## src/rtl/ldst_mon_pkg.sv

```systemverilog
package ldst_mon_pkg;

  localparam int NUM_RULES       = 8;
  localparam int RULE_REQ_BUSY   = 0;
  localparam int RULE_DUAL_REQ   = 1;
  localparam int RULE_BUSY_SHAPE = 2;
  localparam int RULE_ADDR_HOLD  = 3;
  localparam int RULE_ACCEPT     = 4;
  localparam int RULE_FAULT_BUSY = 5;
  localparam int RULE_LOAD_END   = 6;
  localparam int RULE_STORE_END  = 7;

  typedef enum logic [1:0] {
    S_IDLE     = 2'd0,
    S_OPEN     = 2'd1,
    S_ACCEPTED = 2'd2,
    S_ST_TAIL  = 2'd3
  } mon_state_e;

  typedef enum logic {
    OP_LOAD  = 1'b0,
    OP_STORE = 1'b1
  } mon_op_e;

endpackage

```

## src/rtl/ldst_txn_fsm.sv

```systemverilog
module ldst_txn_fsm
  import ldst_mon_pkg::*;
#(
  parameter int NR = NUM_RULES
) (
  input  logic          clk,
  input  logic          rst,
  input  logic          ld_req,
  input  logic          st_req,
  input  logic          port_busy,
  input  logic          adr_accept,
  input  logic          fault,
  input  logic          ld_valid,
  input  logic          st_valid,
  input  logic [NR-1:0] other_viol,
  output logic [NR-1:0] seq_viol,
  output logic          txn_open,
  output logic          clean_done
);

  mon_state_e state_q, state_d;
  mon_op_e    op_q, op_d;
  logic       dirty_q, dirty_d;
  logic       end_evt;
  logic       req_any;
  logic [NR-1:0] all_viol;

  always_comb begin
    state_d  = state_q;
    op_d     = op_q;
    seq_viol = '0;
    end_evt  = 1'b0;
    req_any  = ld_req | st_req;

    // rules that hold in every state
    seq_viol[RULE_REQ_BUSY]   = req_any && (port_busy || (state_q != S_IDLE));
    seq_viol[RULE_DUAL_REQ]   = ld_req && st_req;
    seq_viol[RULE_FAULT_BUSY] = fault && port_busy;

    unique case (state_q)
      S_IDLE: begin
        if (adr_accept || fault) seq_viol[RULE_ACCEPT]    = 1'b1;
        if (ld_valid)            seq_viol[RULE_LOAD_END]  = 1'b1;
        if (st_valid)            seq_viol[RULE_STORE_END] = 1'b1;
        if (req_any && !(ld_req && st_req) && !port_busy) begin
          state_d = S_OPEN;
          op_d    = st_req ? OP_STORE : OP_LOAD;
        end
      end

      S_OPEN: begin
        if (ld_valid)              seq_viol[RULE_LOAD_END]  = 1'b1;
        if (st_valid)              seq_viol[RULE_STORE_END] = 1'b1;
        if (adr_accept && fault)   seq_viol[RULE_ACCEPT]    = 1'b1;
        if (fault) begin
          state_d = S_IDLE;
        end else if (!port_busy) begin
          seq_viol[RULE_BUSY_SHAPE] = 1'b1;
          state_d = S_IDLE;
        end else if (adr_accept) begin
          state_d = S_ACCEPTED;
        end
      end

      S_ACCEPTED: begin
        if (adr_accept) seq_viol[RULE_ACCEPT] = 1'b1;
        if (ld_valid && (op_q != OP_LOAD))  seq_viol[RULE_LOAD_END]  = 1'b1;
        if (st_valid && (op_q != OP_STORE)) seq_viol[RULE_STORE_END] = 1'b1;
        if (fault) begin
          seq_viol[RULE_ACCEPT] = 1'b1;
          state_d = S_IDLE;
        end else if ((op_q == OP_LOAD) && ld_valid) begin
          if (port_busy) seq_viol[RULE_LOAD_END] = 1'b1;
          end_evt = 1'b1;
          state_d = S_IDLE;
        end else if (!port_busy) begin
          seq_viol[RULE_BUSY_SHAPE] = 1'b1;
          state_d = S_IDLE;
        end else if ((op_q == OP_STORE) && st_valid) begin
          state_d = S_ST_TAIL;
        end
      end

      S_ST_TAIL: begin
        if (st_valid || port_busy) seq_viol[RULE_STORE_END] = 1'b1;
        if (adr_accept || fault)   seq_viol[RULE_ACCEPT]    = 1'b1;
        if (ld_valid)              seq_viol[RULE_LOAD_END]  = 1'b1;
        end_evt = 1'b1;
        state_d = S_IDLE;
      end

      default: state_d = S_IDLE;
    endcase
  end

  assign all_viol   = seq_viol | other_viol;
  assign dirty_d    = (state_q == S_IDLE) ? (|all_viol) : (dirty_q | (|all_viol));
  assign clean_done = end_evt && !dirty_q && (all_viol == '0);
  assign txn_open   = (state_q != S_IDLE);

  always_ff @(posedge clk) begin
    if (rst) begin
      state_q <= S_IDLE;
      op_q    <= OP_LOAD;
      dirty_q <= 1'b0;
    end else begin
      state_q <= state_d;
      op_q    <= op_d;
      dirty_q <= dirty_d;
    end
  end

endmodule

```

## src/rtl/ldst_addr_hold.sv

```systemverilog
module ldst_addr_hold #(
  parameter int AW = 16
) (
  input  logic          clk,
  input  logic          rst,
  input  logic          txn_open,
  input  logic          port_busy,
  input  logic          adr_valid,
  input  logic [AW-1:0] adr,
  output logic          hold_viol
);

  logic          held_q;
  logic [AW-1:0] adr_q;

  assign hold_viol = txn_open && port_busy && held_q &&
                     (!adr_valid || (adr != adr_q));

  always_ff @(posedge clk) begin
    if (rst || !txn_open) begin
      held_q <= 1'b0;
    end else if (port_busy && adr_valid && !held_q) begin
      held_q <= 1'b1;
    end
  end

  // captured value needs no reset: it is qualified by held_q
  always_ff @(posedge clk) begin
    if (txn_open && port_busy && adr_valid && !held_q) adr_q <= adr;
  end

endmodule

```

## src/rtl/ldst_err_bank.sv

```systemverilog
module ldst_err_bank #(
  parameter int NR = 8,
  parameter int CW = 16
) (
  input  logic          clk,
  input  logic          rst,
  input  logic [NR-1:0] viol,
  input  logic          clean_done,
  output logic [NR-1:0] rule_err,
  output logic          any_err,
  output logic [CW-1:0] txn_count
);

  for (genvar g = 0; g < NR; g++) begin : g_flag
    logic sticky_q;
    always_ff @(posedge clk) begin
      if (rst)          sticky_q <= 1'b0;
      else if (viol[g]) sticky_q <= 1'b1;
    end
    assign rule_err[g] = sticky_q;
  end

  always_ff @(posedge clk) begin
    if (rst) begin
      any_err   <= 1'b0;
      txn_count <= '0;
    end else begin
      any_err <= |(rule_err | viol);
      if (clean_done) txn_count <= txn_count + 1'b1;
    end
  end

endmodule

```

## src/rtl/ldst_port_monitor.sv

```systemverilog
module ldst_port_monitor
  import ldst_mon_pkg::*;
#(
  parameter int ADDR_W = 16,
  parameter int CNT_W  = 16
) (
  input  logic                 clk,
  input  logic                 rst,
  input  logic                 ld_req,
  input  logic                 st_req,
  input  logic                 adr_valid,
  input  logic [ADDR_W-1:0]    adr,
  input  logic                 port_busy,
  input  logic                 adr_accept,
  input  logic                 fault,
  input  logic                 ld_valid,
  input  logic                 st_valid,
  output logic [NUM_RULES-1:0] rule_err,
  output logic                 any_err,
  output logic [CNT_W-1:0]     txn_count
);

  logic [NUM_RULES-1:0] seq_viol;
  logic [NUM_RULES-1:0] addr_viol;
  logic                 hold_viol;
  logic                 txn_open;
  logic                 clean_done;

  always_comb begin
    addr_viol = '0;
    addr_viol[RULE_ADDR_HOLD] = hold_viol;
  end

  ldst_txn_fsm #(.NR(NUM_RULES)) u_fsm (
    .clk        (clk),
    .rst        (rst),
    .ld_req     (ld_req),
    .st_req     (st_req),
    .port_busy  (port_busy),
    .adr_accept (adr_accept),
    .fault      (fault),
    .ld_valid   (ld_valid),
    .st_valid   (st_valid),
    .other_viol (addr_viol),
    .seq_viol   (seq_viol),
    .txn_open   (txn_open),
    .clean_done (clean_done)
  );

  ldst_addr_hold #(.AW(ADDR_W)) u_hold (
    .clk       (clk),
    .rst       (rst),
    .txn_open  (txn_open),
    .port_busy (port_busy),
    .adr_valid (adr_valid),
    .adr       (adr),
    .hold_viol (hold_viol)
  );

  ldst_err_bank #(.NR(NUM_RULES), .CW(CNT_W)) u_bank (
    .clk        (clk),
    .rst        (rst),
    .viol       (seq_viol | addr_viol),
    .clean_done (clean_done),
    .rule_err   (rule_err),
    .any_err    (any_err),
    .txn_count  (txn_count)
  );

endmodule

```

## config.mk

```make
export PLATFORM = sky130hd
export DESIGN_NAME = ldst_port_monitor
export DESIGN_NICKNAME = d
export VERILOG_FILES = /design/src/rtl/ldst_mon_pkg.sv /design/src/rtl/ldst_txn_fsm.sv /design/src/rtl/ldst_addr_hold.sv /design/src/rtl/ldst_err_bank.sv /design/src/rtl/ldst_port_monitor.sv
export SDC_FILE = /design/constraint.sdc
export NUM_CORES = 1
export LEC_CHECK = 0
export ABC_AREA = 1
export CELL_PAD_IN_SITES_DETAIL_PLACEMENT = 1
export CELL_PAD_IN_SITES_GLOBAL_PLACEMENT = 1
export CORE_MARGIN = 2
export CORE_UTILIZATION = 34
export DETAILED_ROUTE_END_ITERATION = 7
export HOLD_SLACK_MARGIN = 0.1
export PLACE_DENSITY = 0.74
export SKIP_LAST_GASP = 1
export SLEW_MARGIN = 20
export SYNTH_ARGS = -nofsm -noshare
export SYNTH_HDL_FRONTEND = slang
export SYNTH_SLANG_ARGS = --single-unit
```

## constraint.sdc

```tcl
create_clock -name clk -period 2.3 [get_ports clk]
set_input_delay 0.46 -clock clk [delete_from_list [all_inputs] [get_ports clk]]
set_output_delay 0.46 -clock clk [all_outputs]
set_load 0.005 [all_outputs]
```

==> out/metrics.csv <==
metric,value,unit
Starting Density,34.5,%
CP Launch Point,port_busy,
"commonest non-fill, non-tap cell in the layout",nand2_1,
worst-skew pair later-pin latency,300,ps
Post-synth EDFFs,16,
Yosys warnings,0,
gr usage total,16.7,%
Crit Path Max Fanout,16,
total gr overflow,0,
Worst Hold Class,flop to flop,
TritonCTS buffer count,5,
HPWL after detailed placement,5020,um
CP Class,primary input to flop,
Critical Path Max Stage Delay,600,ps
Crit-path slowest cell,clkdlybuf4s50_1,
root buffer cell,clkbuf_8,
final hold viol count,0,
Setup Viol. Count Final,0,
Seq cells post-synth,46,
endpoint class of the critical path,flop,
Final Skew,5.87,ps
Worst slew margin,64.7,%
DRT antenna net count,0,
n_diodes,0,
drt total wl,6680,um
CTS sink count,46,
PostCTS Resize Cnt,0,
Max clock buf depth,2,
"Net count, final",424,
setup bufs post-CTS,0,
first-pass detailed-route iteration total,4,
Reg area,0.00108,sq mm
"Req. time, crit path",2490,ps
worst path bufs/invs,1,
share of flip-flops with an asynchronous set or reset,0,%
core region area,0.00761,sq mm
Crit path arrival time,2150,ps
Max Cap Viol,0,
hold_buf cts,0,
part of the Yosys area used for sequential elements,41.2,%
PwrDens,636,mW/mm^2
RSZ-0062 raised after global routing,no,
worst setup margin,337,ps
Port Buffers,50,
Post-Place Cell Area,0.00321,sq mm
Yosys cell types,32,
first-pass GRT wire length,11500,um
Finished Layout Cells,494,
final instance area,0.00329,sq mm
Tmin final,1960,ps
hold wc startpoint,u_bank.g_flag[6].sticky_q,
drt wl/cell,13.5,um
GP Congestion,0.855,
number of core rows,32,
antenna violations before repair,0,
Die Area,0.00843,sq mm
fraction of final layout cells sized beyond drive strength 1,8.42,%
synthesized area per cell,7.60,sq um
die height,91.8,um
vias in the first global route,2434,
Pleak,1.30,nW
detailed-route vias per instance,4.82,
Fmax achieved,509,MHz
clk slew on worst S/H paths,90,ps
RR Startpoint,u_fsm.state_q[0],
Mapped Nets,378,
dpl ws,-24.5,ps
Synth area leader,dfxtp_1,
footprint of the multi-input gates,0.00121,sq mm
Synth-to-Final Area Change,25.5,%
Cells after Synth,345,
most frequent cells in the layout,"77 x nand2_1, 50 x clkdlybuf4s50_1, 49 x inv_1, 30 x nor2_1, 30 x dfxtp_1",
ranking of synthesized cells by area,"dfxtp_1 23%, edfxtp_1 18%, nand2_1 11%",
H-tree depth,2,
fin util,43.2,%
final max-slew violation count,0,
Peak VDD IR,0.000288,V
CP top delay family,simple AND/OR/NAND/NOR gates,
via count,2383,
Least-Margin Pin Slew,529,ps
placed cells,486,
CP Launch Type,primary input,
post-synthesis instance area,0.00262,sq mm
critical path cell sequence,"clkdlybuf4s50_1, a21oi_1, nand2_1, nor2_4, nand3_4, nor2_8, nand3_4, nand2_1, a21oi_1",
crit share post-route,85.4,%
drt drc,0,
TritonCTS clock tree,done,
DRT iter0 DRCs,83,
Ports,51,
die width,91.8,um
fillcell total,928,
largest net degree at the start of global routing,26,
"Top FF cell, synth",dfxtp_1,
status,"complete, no violations",
Synth top area share,22.9,%
-- kinds of logic (layout without fill, tap and decap cells) --
family / count (synthesis) / in the layout / synth area share [%]
AO/OA/AOI/OAI: 41 / 41 / 8.54
XOR/XNOR: 14 / 14 / 4.68
adder cells (fa/ha/maj): 7 / 7 / 3.34
buffers and inverters: 74 / 121 / 12.9
flip-flops: 46 / 46 / 41.2
AND/OR/NAND/NOR: 163 / 163 / 29.3
-- metal layers --
layer | up-vias | wire (um) | GRT usage, %
li1 | 1197 | - | -
met1 | 1136 | 3270 | 22.2
met2 | 45 | 3130 | 28.1
met3 | 5 | 201 | 2.79
met4 | 0 | 75 | 4.48
met5 | - | 0 | 0
-- registers in the layout, summed over array words and instances, names as in the netlist --
register and cells:
u_bank.txn_count 16, u_hold.adr_q 16, u_bank.g_flag.sticky_q 8, u_fsm.state_q 2, u_bank.any_err 1, u_fsm.dirty_q 1, u_fsm.op_q 1, u_hold.held_q 1
-- layout make-up --
| type | instances | share of cell area (%) |
|---|---|---|
| clock buffers | 6 | 2.21 |
| clock inverters | 2 | 0.266 |
| inverters | 58 | 6.62 |
| multi-input cells | 225 | 36.7 |
| flip-flops and latches | 46 | 32.9 |
| well taps | 102 | 3.88 |
| repair buffers | 55 | 17.5 |
-- synth_stat cells (2+ instances only) --
cell and count:
nor3_1 7, inv_2 8, a21oi_1 29, buf_6 2
xor2_1 9, buf_4 9, nand3_1 15, o21ai_2 2
inv_1 49, clkbuf_1 3, nand4_1 23, nor2_1 30
o21ai_0 6, nand3_4 2, edfxtp_1 16, xnor2_1 5
nand2_2 4, nand2_1 77, ha_1 7, dfxtp_1 30
-- tightest hold or removal path, delay by kind of cell, from the launching register on --
kind / cells / cell delay [ps]
DFF: 1 / 320
AOI/OAI and AO/OA: 1 / 60
buffers and inverters: 1 / 70
-- worst paths after layout --
kind                                             endpoint  slack [ps]  cells after the start
worst max-delay path                  u_bank.txn_count[0]         340                      9
worst min-delay path            u_bank.g_flag[6].sticky_q         490                      2
worst max register to register        u_bank.txn_count[0]         430                     11
worst min register to register  u_bank.g_flag[6].sticky_q         490                      2
-- power breakdown --
part           internal [mW]  switching [mW]  leakage, nW
sequential             0.932          0.0494        0.391
clock                  0.210           0.278       0.0426
combinational          0.250           0.374        0.872
-- stage by stage --
stage | power (mW) | TNS [ps] | hold slack (ps)
after floorplan | 1.42 | 0 | 444
final | 2.09 | 0 | 493
after detailed placement | 1.63 | -195 | 477
after CTS | 2.13 | 0 | 495
after global routing | 2.25 | 0 | 533
after global placement | 1.61 | 0 | 463
No activity file was read; power rests on OpenSTA's default activity.
